**config.mk**
```make
export PLATFORM = sky130hd
export DESIGN_NAME = dma4_ctrl
export DESIGN_NICKNAME = d
export VERILOG_FILES = /design/src/rtl/dma4_pkg.sv /design/src/rtl/dma4_sync.sv /design/src/rtl/dma4_arb.sv /design/src/rtl/dma4_chan.sv /design/src/rtl/dma4_ctrl.sv
export SDC_FILE = /design/constraint.sdc
export NUM_CORES = 1
export LEC_CHECK = 0
export ABC_AREA = 1
export BUFFER_PORTS_ARGS = -buffer_cell sky130_fd_sc_hd__buf_2
export CAP_MARGIN = 0
export CORE_ASPECT_RATIO = 1.4
export CORE_MARGIN = 3
export CORE_UTILIZATION = 45
export CTS_BUF_LIST = sky130_fd_sc_hd__clkbuf_2
export DETAILED_ROUTE_END_ITERATION = 10
export PLACE_DENSITY = 0.58
export REMOVE_ABC_BUFFERS = 1
export SLEW_MARGIN = 20
export SYNTH_ARGS = -nofsm -noshare
export SYNTH_HDL_FRONTEND = slang
export SYNTH_SLANG_ARGS = --single-unit
```
**constraint.sdc**
```tcl
create_clock -name clk -period 1.88 [get_ports clk]
set_input_delay 0.094 -clock clk [delete_from_list [all_inputs] [get_ports clk]]
set_output_delay 0.094 -clock clk [all_outputs]
set_load 0.05 [all_outputs]
```
**src/rtl/dma4_pkg.sv**
```systemverilog
package dma4_pkg;
  typedef enum logic [2:0] {
    ST_IDLE,
    ST_HOLD,
    ST_ADDR,
    ST_XFER,
    ST_DONE
  } dma_state_e;

  typedef enum logic [1:0] {
    XK_VERIFY = 2'b00,
    XK_WRITE  = 2'b01,
    XK_READ   = 2'b10,
    XK_SPARE  = 2'b11
  } xfer_kind_e;
endpackage

```
**src/rtl/dma4_sync.sv**
```systemverilog
module dma4_sync #(
  parameter int W = 4
) (
  input  logic         clk,
  input  logic         rst,
  input  logic [W-1:0] d,
  output logic [W-1:0] q
);
  logic [W-1:0] meta_q;

  always_ff @(posedge clk) begin
    if (rst) begin
      meta_q <= '0;
      q      <= '0;
    end else begin
      meta_q <= d;
      q      <= meta_q;
    end
  end
endmodule

```
**src/rtl/dma4_arb.sv**
```systemverilog
module dma4_arb #(
  parameter int NCH = 4,
  parameter int CHW = 2
) (
  input  logic [NCH-1:0] pend,
  input  logic           rotate,
  input  logic [CHW-1:0] last,
  output logic [CHW-1:0] pick
);
  int idx;

  always_comb begin
    pick = '0;
    idx  = 0;
    if (rotate) begin
      // walk from the farthest slot down so the nearest one after 'last' wins
      for (int k = NCH; k >= 1; k--) begin
        idx = (int'(last) + k) % NCH;
        if (pend[idx]) pick = CHW'(idx);
      end
    end else begin
      for (int k = NCH - 1; k >= 0; k--) begin
        if (pend[k]) pick = CHW'(k);
      end
    end
  end
endmodule

```
**src/rtl/dma4_chan.sv**
```systemverilog
module dma4_chan #(
  parameter int AW = 16,
  parameter int CW = 14
) (
  input  logic            clk,
  input  logic            rst,
  input  logic            ld_addr,
  input  logic            ld_cnt,
  input  logic            hi_byte,
  input  logic [7:0]      wdata,
  input  logic            step,
  output logic [AW-1:0]   addr,
  output logic [CW+1:0]   word
);
  localparam int WW = CW + 2;

  always_ff @(posedge clk) begin
    if (rst) begin
      addr <= '0;
      word <= '0;
    end else begin
      if (ld_addr) begin
        if (hi_byte) addr[AW-1:8] <= wdata[AW-9:0];
        else         addr[7:0]    <= wdata;
      end
      if (ld_cnt) begin
        if (hi_byte) word[WW-1:8] <= wdata[WW-9:0];
        else         word[7:0]    <= wdata;
      end
      if (step) begin
        addr <= addr + AW'(1);
        if (word[CW-1:0] != '0) word[CW-1:0] <= word[CW-1:0] - CW'(1);
      end
    end
  end
endmodule

```
**src/rtl/dma4_ctrl.sv**
```systemverilog
module dma4_ctrl
  import dma4_pkg::*;
#(
  parameter int NCH    = 4,
  parameter int AW     = 16,
  parameter int CW     = 14,
  parameter int MARK_N = 128
) (
  input  logic           clk,
  input  logic           rst,
  input  logic           cs_n,
  input  logic           rd_n,
  input  logic           wr_n,
  input  logic [3:0]     addr_in,
  input  logic [7:0]     data_in,
  output logic [7:0]     data_out,
  output logic           data_oe,
  input  logic [NCH-1:0] dreq,
  output logic [NCH-1:0] dack_n,
  output logic           hrq,
  input  logic           hlda,
  input  logic           ready,
  output logic           aen,
  output logic           adstb,
  output logic [7:0]     addr_out,
  output logic           memr_n,
  output logic           memw_n,
  output logic           io_rd_n,
  output logic           io_wr_n,
  output logic           tc,
  output logic           mark
);
  localparam int CHW       = (NCH > 1) ? $clog2(NCH) : 1;
  localparam int MW        = $clog2(MARK_N);
  localparam int WW        = CW + 2;
  localparam int MODE_ADDR = 2 * NCH;

  dma_state_e     state_q;
  logic [CHW-1:0] gnt_q, last_q, pick;
  logic [MW-1:0]  mcnt_q;
  logic [NCH-1:0] en_q, req_s, pend;
  logic           rot_q, hi_q;
  logic [AW-1:0]  ch_addr [NCH];
  logic [WW-1:0]  ch_word [NCH];

  logic           bus_own, host_sel, host_wr, host_rd, ch_hit, mode_hit;
  logic [CHW-1:0] reg_ch;
  logic [AW-1:0]  sel_addr;
  logic [WW-1:0]  sel_word;
  logic           sel_last;
  xfer_kind_e     sel_kind;
  logic [7:0]     rd_byte;

  dma4_sync #(.W(NCH)) u_sync (.clk(clk), .rst(rst), .d(dreq), .q(req_s));

  assign pend     = req_s & en_q;
  assign bus_own  = (state_q == ST_ADDR) || (state_q == ST_XFER) || (state_q == ST_DONE);
  assign host_sel = !cs_n && !bus_own;
  assign host_wr  = host_sel && !wr_n;
  assign host_rd  = host_sel && !rd_n && wr_n;
  assign ch_hit   = addr_in < 4'(MODE_ADDR);
  assign mode_hit = addr_in == 4'(MODE_ADDR);
  assign reg_ch   = addr_in[CHW:1];
  assign sel_addr = ch_addr[gnt_q];
  assign sel_word = ch_word[gnt_q];
  assign sel_last = sel_word[CW-1:0] == '0;
  assign sel_kind = xfer_kind_e'(sel_word[WW-1:CW]);

  dma4_arb #(.NCH(NCH), .CHW(CHW)) u_arb (
    .pend(pend), .rotate(rot_q), .last(last_q), .pick(pick)
  );

  for (genvar i = 0; i < NCH; i++) begin : g_ch
    dma4_chan #(.AW(AW), .CW(CW)) u_ch (
      .clk    (clk),
      .rst    (rst),
      .ld_addr(host_wr && ch_hit && (reg_ch == CHW'(i)) && !addr_in[0]),
      .ld_cnt (host_wr && ch_hit && (reg_ch == CHW'(i)) && addr_in[0]),
      .hi_byte(hi_q),
      .wdata  (data_in),
      .step   ((state_q == ST_DONE) && (gnt_q == CHW'(i))),
      .addr   (ch_addr[i]),
      .word   (ch_word[i])
    );
  end

  // host side: mode register and byte-order flag
  always_ff @(posedge clk) begin
    if (rst) begin
      en_q  <= '0;
      rot_q <= 1'b0;
      hi_q  <= 1'b0;
    end else begin
      if (host_wr && mode_hit) begin
        en_q  <= data_in[NCH-1:0];
        rot_q <= data_in[NCH];
        hi_q  <= 1'b0;
      end else if ((host_wr || host_rd) && ch_hit) begin
        hi_q <= !hi_q;
      end
      if ((state_q == ST_DONE) && sel_last) en_q[gnt_q] <= 1'b0;
    end
  end

  always_comb begin
    rd_byte = 8'h00;
    if (mode_hit) begin
      rd_byte = 8'({rot_q, en_q});
    end else if (ch_hit) begin
      if (addr_in[0]) rd_byte = hi_q ? 8'(ch_word[reg_ch] >> 8) : ch_word[reg_ch][7:0];
      else            rd_byte = hi_q ? 8'(ch_addr[reg_ch] >> 8) : ch_addr[reg_ch][7:0];
    end
  end

  // bus-master sequencer
  always_ff @(posedge clk) begin
    if (rst) begin
      state_q <= ST_IDLE;
      gnt_q   <= '0;
      last_q  <= CHW'(NCH - 1);
      mcnt_q  <= '0;
    end else begin
      case (state_q)
        ST_IDLE: if (|pend) state_q <= ST_HOLD;
        ST_HOLD: begin
          if (!(|pend)) begin
            state_q <= ST_IDLE;
          end else if (hlda) begin
            state_q <= ST_ADDR;
            gnt_q   <= pick;
          end
        end
        ST_ADDR: state_q <= ST_XFER;
        ST_XFER: if (ready) state_q <= ST_DONE;
        ST_DONE: begin
          state_q <= ST_HOLD;
          last_q  <= gnt_q;
          mcnt_q  <= (mcnt_q == MW'(MARK_N - 1)) ? '0 : mcnt_q + MW'(1);
        end
        default: state_q <= ST_IDLE;
      endcase
    end
  end

  always_comb begin
    hrq      = state_q != ST_IDLE;
    aen      = bus_own;
    adstb    = state_q == ST_ADDR;
    addr_out = bus_own ? sel_addr[7:0] : 8'h00;
    data_oe  = adstb || host_rd;
    data_out = adstb ? 8'(sel_addr >> 8) : (host_rd ? rd_byte : 8'h00);
    memr_n   = 1'b1;
    memw_n   = 1'b1;
    io_rd_n  = 1'b1;
    io_wr_n  = 1'b1;
    if (state_q == ST_XFER) begin
      case (sel_kind)
        XK_READ:  begin memr_n = 1'b0; io_wr_n = 1'b0; end
        XK_WRITE: begin io_rd_n = 1'b0; memw_n = 1'b0; end
        default:  ;
      endcase
    end
    tc   = (state_q == ST_XFER) && sel_last;
    mark = (state_q == ST_XFER) && (mcnt_q == MW'(MARK_N - 1));
    for (int i = 0; i < NCH; i++) dack_n[i] = !(bus_own && (gnt_q == CHW'(i)));
  end
endmodule

```
==> out/results.ini <==
[floorplanning]
dieHeight_um = 196
die_w_um = 141
initial_core_util_pct = 46.4
die_area_um2 = 27700
rows = 68
coreArea_um2 = 24900
io_pins = 53

[critical_path]
cp_max_fo = 2
cp.required_ps = 1790
critical_path.startpoint = g_ch[0].u_ch.word[7]
reg2reg_slack_ps = -80
path_class = reg2out
crit_path_end_kind = primary output
rr_startpoint = state_q[1]
start_kind = flip-flop
critPathArrivalTime_ps = 2430

[clock_network]
numCtsBuffers = 17
cts_root_buffer = clkbuf_2
cts_tree = built
clk_latency_ps = 840
path_clk_slew_ps = 280
cts-htree-levels = 4
clockBufferDepth = 2
numClockSinks = 156

[outcome]
outcome = complete, but fails checks
violations = setup timing

[placement]
routabilityCongestion = 1.03
dp_cells = 2454
placement.io_buffers = 52
dpl.hpwl_um = 38800

[sta]
clock.fmax_mhz = 396
fin_worst_skew_ps = 39.3
worst_slew_pin_slew_ps = 615
holdWs_ps = 115
setup_viol = 58
fin_ws_ps = -644
fin_tns_setup_ps = -12930
rsz0062_at_grt = true
finalHoldViolations = 0
slew_headroom_pct = 58.9
slew_violations = 0
finalCritPeriodShare_pct = 134
layout_min_cycle_time_ps = 2520

[cells_and_area]
final_common_cell = nand2_1
instances_no_fill = 2570
regArea_um2 = 3170
layout_common_cells = nand2_1, buf_4, inv_1, nor2_1, nand3_1
nFillCells = 2374
multi_input_comb_area_um2 = 8210
layout.nets = 2275
syn2layout_area_growth_pct = 37.4
final_core_util_pct = 63.7
final_layout_size_suffix_gt1_share_pct = 24.9

[pwr]
power_density_nw_per_um2 = 403
power.leakage_nw = 6.62
irDropWorstVdd_mv = 0.346

[synthesis]
synth_top_area_cell = dfxtp_1
synth_area_leaders = dfxtp_1, nand2_1, o21ai_0, nand3_1, a21oi_1
synth-seq-cells = 156
syn-cell-area_um2 = 11600
ys_seq_area_share_pct = 27.0
synthCells = 1972
synth_ff_type = dfxtp_1
avgSynthCellArea_um2 = 5.86
yosysWarnings = 0
synth_edf_count = 0
synth_cell_types = 44
synth_top_area_share_pct = 27.0
async_flop_share_pct = 0

[worst_hold_path]
worstHoldPathType = in2reg
min_from = addr_in[1]

[routing]
vias = 14858
wl_um = 52600
dr.pass1.iters = 5
wl_per_cell_um = 20.5
ant_nets = 0
route.detailed.drc = 0
via_per_inst = 5.78
drt-initial-drc-count = 1184

[global_routing]
grtUsageTotal_pct = 36.9
antenna_found_initial = 1
grt_pass1_wl_um = 79200
grt_pass1_vias = 14059
grt_overflow = 0
grt_max_degree = 76

[flow_run]
drv_cap = 0

==> cell type report <==
cell class              count  share of cell area [%]
multi-input cells        1529                    51.7
flip-flops and latches    156                    19.9
diodes                      3                  0.0473
well taps                 315                    2.48
repair inverters            1                  0.0394
inverters                 209                    5.34
clock buffers              17                   0.536
clock inverters            15                    1.04
repair buffers            325                    18.9
==> flip-flops by register name (all words and copies together) (netlist names) <==
register and flops:
u_sync.meta_q 4, gnt_q 2, mcnt_q 7, rot_q 1, g_ch.u_ch.addr 64, hi_q 1, en_q 4, last_q 2
g_ch.u_ch.word 64, state_q 3, u_sync.q 4
==> final timing paths <==
check                                to  cells past startpoint
setup reg to reg   g_ch[1].u_ch.word[3]                     10
hold reg to reg             u_sync.q[0]                      2
setup / recovery                     tc                      8
hold / removal    g_ch[2].u_ch.addr[13]                      8
==> power by group <==
| part | leakage (nW) | internal [mW] | switching [mW] | total [mW] |
|---|---|---|---|---|
| combinational | 5.21 | 0.320 | 0.620 | 0.940 |
| sequential | 1.27 | 3.34 | 0.0252 | 3.36 |
| clock | 0.134 | 0.635 | 1.46 | 2.09 |
| total | 6.62 | 4.29 | 2.11 | 6.40 |
==> cells in the mapped netlist (3+ instances only) <==
| cell type | count |
|---|---|
| nand2_1 | 607 |
| inv_1 | 195 |
| nor2_1 | 194 |
| o21ai_0 | 172 |
| nand3_1 | 168 |
| dfxtp_1 | 156 |
| a21oi_1 | 154 |
| clkbuf_1 | 52 |
| xor2_1 | 41 |
| nand4_1 | 39 |
| nor3_1 | 23 |
| a22oi_1 | 15 |
| o22ai_1 | 14 |
| ha_1 | 13 |
| buf_2 | 12 |
| inv_2 | 12 |
| buf_1 | 11 |
| xnor2_1 | 11 |
| or2_2 | 9 |
| nand4_2 | 6 |
| nor2_2 | 6 |
| o211ai_1 | 6 |
| a221oi_1 | 5 |
| o2111ai_1 | 5 |
| nand2_2 | 4 |
| nand4_4 | 4 |
| o21a_1 | 4 |
| o31ai_1 | 4 |
| a21boi_0 | 3 |
| a31oi_1 | 3 |
| buf_4 | 3 |
| nor3b_1 | 3 |
==> metrics by stage <==
step                worst slack (ps)  cell area (um^2)  power, mW
floorplan                       -636             11200       3.77
global placement                -114             13500       4.19
detailed placement              -143             13500       4.19
CTS                             -677             15000       6.35
global route                    -753             15900       6.58
finish                          -644             15900       6.40
==> cells by family after synthesis <==
logic type | after synthesis | share of synthesized area (%)
AOI/OAI and AO/OA | 392 | 18.3
and+or+nand+nor | 1071 | 39.7
DFF | 156 | 27.0
adders and majority gates | 13 | 1.41
xor gates and xnor gates | 52 | 3.94
buffers and inverters | 288 | 9.65
==> layer usage <==
layer / GRT usage (%) / part of all wire, % / vias up
met5: 0 / 0 / -
met1: 41.1 / 36 / 6887
met4: 27.8 / 9.4 / 0
li1: - / - / 7022
met3: 6.17 / 6.3 / 259
met2: 62.4 / 48 / 690
==> worst max-delay path: stages (launching register included) <==
cell and delay (ps):
dfxtp_1 400, nor2_1 130, nand2_1 100, nor2_2 160, nand3_2 130, nand2_1 150, nand3_4 120, nor3_4 200
buf_6 190
==> timing repair <==
action,CTS,global route
gates resized for setup,259,181
hold endpoints to repair,156,0
hold buffers,32,0
buffers inserted,18,34
gates cloned,2,4
pin swaps,39,46
endpoints found under the setup margin,33,156
No activity file was read; power rests on OpenSTA's default activity.
